## src/rtl/hbc_pkg.sv

```systemverilog
package hbc_pkg;
  typedef enum logic [1:0] {
    LEG_OFF  = 2'b00,
    LEG_SINK = 2'b01,
    LEG_SRC  = 2'b10
  } leg_code_e;
endpackage

```

## src/rtl/hbc_sync.sv

```systemverilog
module hbc_sync #(
  parameter int          WIDTH   = 4,
  parameter int          STAGES  = 2,
  parameter logic [WIDTH-1:0] RST_VAL = '0
) (
  input  logic             clk,
  input  logic             rst,
  input  logic [WIDTH-1:0] d_i,
  output logic [WIDTH-1:0] q_o
);
  logic [WIDTH-1:0] chain [STAGES];

  always_ff @(posedge clk) begin
    if (rst) chain[0] <= RST_VAL;
    else     chain[0] <= d_i;
  end

  for (genvar s = 1; s < STAGES; s++) begin : g_stage
    always_ff @(posedge clk) begin
      if (rst) chain[s] <= RST_VAL;
      else     chain[s] <= chain[s-1];
    end
  end

  assign q_o = chain[STAGES-1];
endmodule

```

## src/rtl/hbc_clear_det.sv

```systemverilog
module hbc_clear_det (
  input  logic clk,
  input  logic rst,
  input  logic off_s_i,
  input  logic on_s_i,
  output logic clr_o
);
  logic off_prev, on_prev;

  always_ff @(posedge clk) begin
    if (rst) begin
      off_prev <= 1'b1;
      on_prev  <= 1'b0;
    end else begin
      off_prev <= off_s_i;
      on_prev  <= on_s_i;
    end
  end

  assign clr_o = (off_prev & ~off_s_i) | (~on_prev & on_s_i);
endmodule

```

## src/rtl/hbc_fault_latch.sv

```systemverilog
module hbc_fault_latch #(
  parameter int FLT_W = 6
) (
  input  logic             clk,
  input  logic             rst,
  input  logic             clr_i,
  input  logic [FLT_W-1:0] pulse_i,
  input  logic             uv_i,
  output logic [FLT_W-1:0] held_o,
  output logic             uv_o
);
  logic [FLT_W-1:0] kept;

  always_comb kept = clr_i ? '0 : held_o;

  always_ff @(posedge clk) begin
    if (rst) begin
      held_o <= '0;
      uv_o   <= 1'b0;
    end else begin
      held_o <= kept | pulse_i;
      uv_o   <= uv_i;
    end
  end
endmodule

```

## src/rtl/hbc_leg_drive.sv

```systemverilog
module hbc_leg_drive
  import hbc_pkg::*;
#(
  parameter int NUM_LEGS = 2
) (
  input  logic                  clk,
  input  logic                  rst,
  input  logic                  run_i,
  input  logic [NUM_LEGS-1:0]   dir_i,
  output logic [2*NUM_LEGS-1:0] leg_o
);
  for (genvar g = 0; g < NUM_LEGS; g++) begin : g_leg
    leg_code_e nxt;
    always_comb begin
      if (!run_i)        nxt = LEG_OFF;
      else if (dir_i[g]) nxt = LEG_SRC;
      else               nxt = LEG_SINK;
    end
    always_ff @(posedge clk) begin
      if (rst) leg_o[2*g +: 2] <= LEG_OFF;
      else     leg_o[2*g +: 2] <= nxt;
    end
  end
endmodule

```

## src/rtl/hbridge_ctrl.sv

```systemverilog
module hbridge_ctrl #(
  parameter int NUM_LEGS    = 2,
  parameter int SYNC_STAGES = 2,
  localparam int FLT_W      = 2*NUM_LEGS + 2,
  localparam int CTL_W      = NUM_LEGS + 2
) (
  input  logic                  clk,
  input  logic                  rst,
  input  logic [NUM_LEGS-1:0]   dir_i,
  input  logic [NUM_LEGS-1:0]   dir_float_i,
  input  logic                  off_i,
  input  logic                  off_float_i,
  input  logic                  on_i,
  input  logic                  on_float_i,
  input  logic [FLT_W-1:0]      flt_pulse_i,
  input  logic                  uv_i,
  output logic [2*NUM_LEGS-1:0] leg_o,
  output logic                  flag_n_o,
  output logic [FLT_W:0]        stat_o
);
  localparam logic [CTL_W-1:0] CTL_TIE = {1'b0, 1'b1, {NUM_LEGS{1'b1}}};

  logic [CTL_W-1:0] ctl_raw, ctl_s;
  logic [FLT_W-1:0] held;
  logic             uv_q, clr_w, run_w;

  always_comb begin
    ctl_raw[NUM_LEGS-1:0] = (dir_i & ~dir_float_i) | dir_float_i;
    ctl_raw[NUM_LEGS]     = off_float_i ? 1'b1 : off_i;
    ctl_raw[NUM_LEGS+1]   = on_float_i  ? 1'b0 : on_i;
  end

  hbc_sync #(.WIDTH(CTL_W), .STAGES(SYNC_STAGES), .RST_VAL(CTL_TIE)) u_sync (
    .clk(clk), .rst(rst), .d_i(ctl_raw), .q_o(ctl_s)
  );

  hbc_clear_det u_clr (
    .clk(clk), .rst(rst),
    .off_s_i(ctl_s[NUM_LEGS]), .on_s_i(ctl_s[NUM_LEGS+1]), .clr_o(clr_w)
  );

  hbc_fault_latch #(.FLT_W(FLT_W)) u_flt (
    .clk(clk), .rst(rst), .clr_i(clr_w), .pulse_i(flt_pulse_i),
    .uv_i(uv_i), .held_o(held), .uv_o(uv_q)
  );

  assign run_w = ~ctl_s[NUM_LEGS] & ctl_s[NUM_LEGS+1] & ~(|held) & ~uv_q;

  hbc_leg_drive #(.NUM_LEGS(NUM_LEGS)) u_legs (
    .clk(clk), .rst(rst), .run_i(run_w),
    .dir_i(ctl_s[NUM_LEGS-1:0]), .leg_o(leg_o)
  );

  always_ff @(posedge clk) begin
    if (rst) flag_n_o <= 1'b1;
    else     flag_n_o <= ~((|held) | uv_q);
  end

  assign stat_o = {uv_q, held};
endmodule

```

## config.mk

```make
export PLATFORM = sky130hd
export DESIGN_NAME = hbridge_ctrl
export DESIGN_NICKNAME = d
export VERILOG_FILES = /design/src/rtl/hbc_pkg.sv /design/src/rtl/hbc_sync.sv /design/src/rtl/hbc_clear_det.sv /design/src/rtl/hbc_fault_latch.sv /design/src/rtl/hbc_leg_drive.sv /design/src/rtl/hbridge_ctrl.sv
export SDC_FILE = /design/constraint.sdc
export NUM_CORES = 1
export LEC_CHECK = 0
export ABC_AREA = 1
export CAP_MARGIN = 15
export CORE_MARGIN = 3
export CORE_UTILIZATION = 50
export CTS_CLUSTER_SIZE = 20
export DETAILED_ROUTE_END_ITERATION = 10
export DONT_BUFFER_PORTS = 1
export PLACE_DENSITY = 0.76
export SYNTH_ARGS = -nofsm -noshare
export SYNTH_HDL_FRONTEND = slang
export SYNTH_SLANG_ARGS = --single-unit
export TNS_END_PERCENT = 20
```

## constraint.sdc

```tcl
create_clock -name clk -period 1.2 [get_ports clk]
set_input_delay 0.06 -clock clk [delete_from_list [all_inputs] [get_ports clk]]
set_output_delay 0.06 -clock clk [all_outputs]
set_load 0.02 [all_outputs]
```

# Word level (Yosys, flattened, before mapping)
# Memory sizes are Yosys's and may differ from the RTL's.
# Cells that the tools add are included.
[totals] regBits=14 latch_bits=0 ramBits=8 romBits=0 word_cells=39 mem_count=1
[mem_list] memory="u_sync.chain" words=2 width=4 read_ports=2 rd_clocked_by_memory_dff=0 wr=2 line_no="hbc_sync.sv:11" text="logic [WIDTH-1:0] chain [STAGES];"
[classes] addsub=0 multipliers=0 div_mod_pow=0 order_cmp=0 n_eq_ne=0 n_shift=0 mux=10 bitwise=19 reduce_logical=2
[op_table] operator="2-to-1 mux 4 bit" n=2
[op_table] operator="2-to-1 mux 6 bit" n=1
[op_table] operator="inverter 1 bit" n=6
[op_table] operator="OR 6 bit" n=1
[op_table] operator="OR reduction 6 bit" n=1
[op_table] operator="bitwise AND 1 bit" n=5
[op_table] operator="2-to-1 mux 1 bit" n=5
[op_table] operator="2-to-1 mux 2 bit" n=2
[op_table] operator="OR 1 bit" n=4
[op_table] operator="bitwise AND 2 bit" n=1
[op_table] operator="inverter 2 bit" n=1
[op_table] operator="OR 2 bit" n=1
[op_table] operator="OR reduction 2 bit" n=1

# Logic depth before layout (Yosys ltp)
[depth] word_depth=6 depth_mapped=5

# By module
# A second synthesis with hierarchy kept.
[unflattened] cells_unflattened=92 area_unflattened_um2=739.5
[by_module_without_submodules] module="hbc_fault_latch" instances=1 cells_per_inst=28 area_per_inst_um2=226.5
[by_module_without_submodules] module="hbc_sync" instances=1 cells_per_inst=25 area_per_inst_um2=226.5
[by_module_without_submodules] module="hbc_leg_drive" instances=1 cells_per_inst=12 area_per_inst_um2=112.6
[by_module_without_submodules] module="hbridge_ctrl" instances=1 cells_per_inst=17 area_per_inst_um2=101.3
[by_module_without_submodules] module="hbc_clear_det" instances=1 cells_per_inst=10 area_per_inst_um2=72.6

# Worst setup path after synthesis
# No wires, ideal clock.
[synth_path] path_type="reg2reg" startpoint="register u_flt.held_o[2]" endpoint="register u_legs.leg_o[0]" setup_time_ps=65 arrival_time_ps=796 required_time_ps=1135 slack_ps=339 stages_incl_launch_ff=6 n_path_buf=0 path_cell_list="dfxtp_1 > inv_1 > nand2_1 > nor2_1 > nand3_2 > nor2_1"
[synth_between] elab_chain_cells=6
[synth_rtl] item="start, declared" line_no="hbc_fault_latch.sv:9" text="output logic [FLT_W-1:0] held_o,"
[synth_rtl] item="start signal, assigned" line_no="hbc_fault_latch.sv:21" text="held_o <= kept | pulse_i;"
[synth_rtl] item="OR reduction 6 bit" line_no="hbridge_ctrl.sv:47" text="assign run_w = ~ctl_s[NUM_LEGS] & ctl_s[NUM_LEGS+1] & ~(|held) & ~uv_q;"
[synth_rtl] item="inverter 1 bit" line_no="hbridge_ctrl.sv:47"
[synth_rtl] item="bitwise AND 1 bit (2 in a row)" line_no="hbridge_ctrl.sv:47"
[synth_rtl] item="inverter 1 bit (no source line)"
[synth_rtl] item="OR reduction 2 bit (no source line)"
[synth_rtl] item="end signal, assigned by index" line_no="hbc_leg_drive.sv:21" text="else leg_o[2*g +: 2] <= nxt;"
[synth_rtl] item="end, declared" line_no="hbc_leg_drive.sv:10" text="output logic [2*NUM_LEGS-1:0] leg_o"
# No other way between the ends.
# A chain may end at the register's enable or synchronous reset.

==> flow_summary.toml <==
[run_status]
status = "finished clean"

[sta]
tns_ns = 0
rsz0062_at_grt = "no"
fin_ws_ns = 0.116
whs_ns = 0.293
setup_viol = 0
worst_pin_slew_ns = 0.439
hold_viol_final = 0
fin_crit_sh = 0.903
fmax_ghz = 0.923
drv_slew = 0
slew_headroom = 0.707
fin_skew_ns = 0.00180
min_period_ns = 1.08

[detailed_routing]
wl_met3_um = 97
wirelength_um = 1300
drt_iter0_markers = 5
vias_per_cell = 4.68
dr.pass1.iters = 4
met2_length_um = 668
final_antenna_net_count = 0
highest_layer = "met4"
remaining_drc_errors = 0
wl_per_cell_um = 10.8
met1_length_um = 509
route.vias.total = 561

[logic_synthesis]
synth_cells = 86
yosysTopAreaCell = "dfxtp_1"
ys_types = 14
syn_area_per_cell_um2 = 8.39
syn_nets = 103
synth_warnings = 0
ys_seq_area_frac = 0.610
synth_top_area_share = 0.610
ys_seq_elements = 22
yosys-top-cells-area = "dfxtp_1, inv_1, nor2_1"
synthesis.area_um2 = 722

[cells_and_area]
mostFrequentLayoutCells = "dfxtp_1, inv_1, dlygate4sd3_1, nor2_1, nand2_1"
stdcell_count = 120
final_layout_size_suffix_gt1_frac = 0.105
mostFrequentLayoutCell = "dfxtp_1"
antenna_cells = 0
fin_nets = 123
fillCellCount = 118
area_growth_pct = 31.7

[pwr]
pwr_density_cell_nw_per_um2 = 1530
power_frac_comb = 0.076
pwr-share-clk = 0.376
p_int_mw = 1.16
ir_drop_uv = 928
sw_frac_of_total = 0.204
p_switching_mw = 0.296
power_mw = 1.45
seqPwrFrac = 0.548
p_leak_nw = 0.475

[clock_tree]
clk_latency_ns = 0.30
cts-root-buf = "clkbuf_4"
clkSinkCount = 22
cts_tree = "yes"
numCtsBuffers = 3
htree_num_levels = 1
path_clk_slew_ns = 0.11
cts_buffer_depth = 2

[global_routing]
antenna_found_initial = 0
overflow = 0
grt_max_degree = 14
grt_pass1_wl_um = 2220
grt_use_total = 0.159
grt_pass1_vias = 566

[critical_path]
critical_path.endpoint_type = "register"
crit_type = "in2reg"
critPathSlowestCell = "dlygate4sd3_1"
crit_required_ns = 1.41
crit_top_cell = "dlygate4sd3_1"
cp_slowest_stage_delay_ns = 0.56
arrival_ns = 1.29
cp-start-kind = "input pin"
crit_path_max_fanout = 1
rr_worst_depth = 5
critPathBufInv = 2
cp_cell_sequence = "dlygate4sd3_1, nor2_1, dlygate4sd3_1, nand2_1"
critical_path_depth = 4
cp_top_family = "buffers and inverters"

[die]
ios = 29
dieArea_um2 = 1940
fp.dieH_um = 44
initial_core_util = 0.541
die_x_um = 44
placement_rows = 13
core-area_um2 = 1330

[placement]
port_buffers = 0
post-place-ws_ns = 0.238
gp_congestion = 0.686
hpwl_um = 799
dp.cells = 100

[worst_hold_path]
whs_path_depth = 2
min_path_type = "in2reg"

[job]
maxCapViolCount = 0
logic make-up (layout without fill, tap and decap cells):
| family | after synthesis | after routing | synth area share |
|---|---|---|---|
| DFF | 22 | 22 | 0.610 |
| AOI/OAI and AO/OA | 6 | 6 | 0.0416 |
| and+or+nand+nor | 36 | 36 | 0.227 |
| buffers and inverters | 22 | 41 | 0.121 |
synthesized netlist by cell type:
| cell | n |
|---|---|
| nand3_2 | 1 |
| nand3_1 | 6 |
| nand2_1 | 11 |
| dfxtp_1 | 22 |
| or2_2 | 1 |
| buf_4 | 1 |
| buf_2 | 1 |
| inv_1 | 19 |
| a21oi_1 | 6 |
| nand2_2 | 2 |
| nor2_2 | 1 |
| nor2_1 | 12 |
| or2_1 | 2 |
| inv_2 | 1 |
worst paths after layout:
kind                                 start                            end  slack (ns)
min                                    rst          u_flt.uv_o$_SDFF_PP0_        0.29
max reg2reg     u_flt.held_o[2]$_SDFF_PP0_     u_legs.leg_o[2]$_SDFF_PP0_        0.20
min reg2reg  u_sync.chain[0][0]$_SDFF_PP1_  u_sync.chain[1][0]$_SDFF_PP1_        0.42
max                         dir_float_i[0]  u_sync.chain[0][0]$_SDFF_PP1_        0.12
power groups by stage:
stage / clock network [mW] / registers, mW / logic, mW
after floorplan: 0 / 0.811 / 0.0576
after global placement: 0 / 0.813 / 0.0621
after detailed placement: 0 / 0.814 / 0.0644
after CTS: 0.554 / 0.797 / 0.111
after global routing: 0.591 / 0.801 / 0.127
final: 0.547 / 0.797 / 0.111
flip-flops by register name (all words and copies together), names as in the netlist:
name,count
u_clr.off_prev,1
u_sync.chain,8
u_flt.held_o,6
u_flt.uv_o,1
flag_n_o,1
u_legs.leg_o,4
u_clr.on_prev,1
metal layers:
| layer | up-vias | track usage |
|---|---|---|
| met5 | - | 0 |
| met4 | 0 | 0.0904 |
| met3 | 4 | 0.0415 |
| met2 | 23 | 0.291 |
| met1 | 244 | 0.160 |
| li1 | 290 | - |
timing repair:
action / CTS / global route
resized for setup: 0 / 1
hold buffers: 16 / 0
setup buffers: 0 / 0
endpoints found under the hold margin: 18 / 0
endpoints found under the setup margin: 0 / 3
stage by stage:
stage / instance area, um^2 / utilization
final: 951 / 0.713
after global routing: 951 / 0.713
after CTS: 948 / 0.711
after detailed placement: 736 / 0.552
after global placement: 736 / 0.552
after floorplan: 722 / -
area by class of cell:
| class | count | area [um^2] | share of cell area |
|---|---|---|---|
| flip-flops and latches | 22 | 440 | 0.463 |
| multi-input cells | 42 | 194 | 0.204 |
| repair buffers | 17 | 170 | 0.179 |
| inverters | 20 | 75.1 | 0.0789 |
| clock inverters | 1 | 30.0 | 0.0316 |
| clock buffers | 3 | 22.5 | 0.0237 |
| well taps | 15 | 18.8 | 0.0197 |
Power figures use the tool's default switching activity.
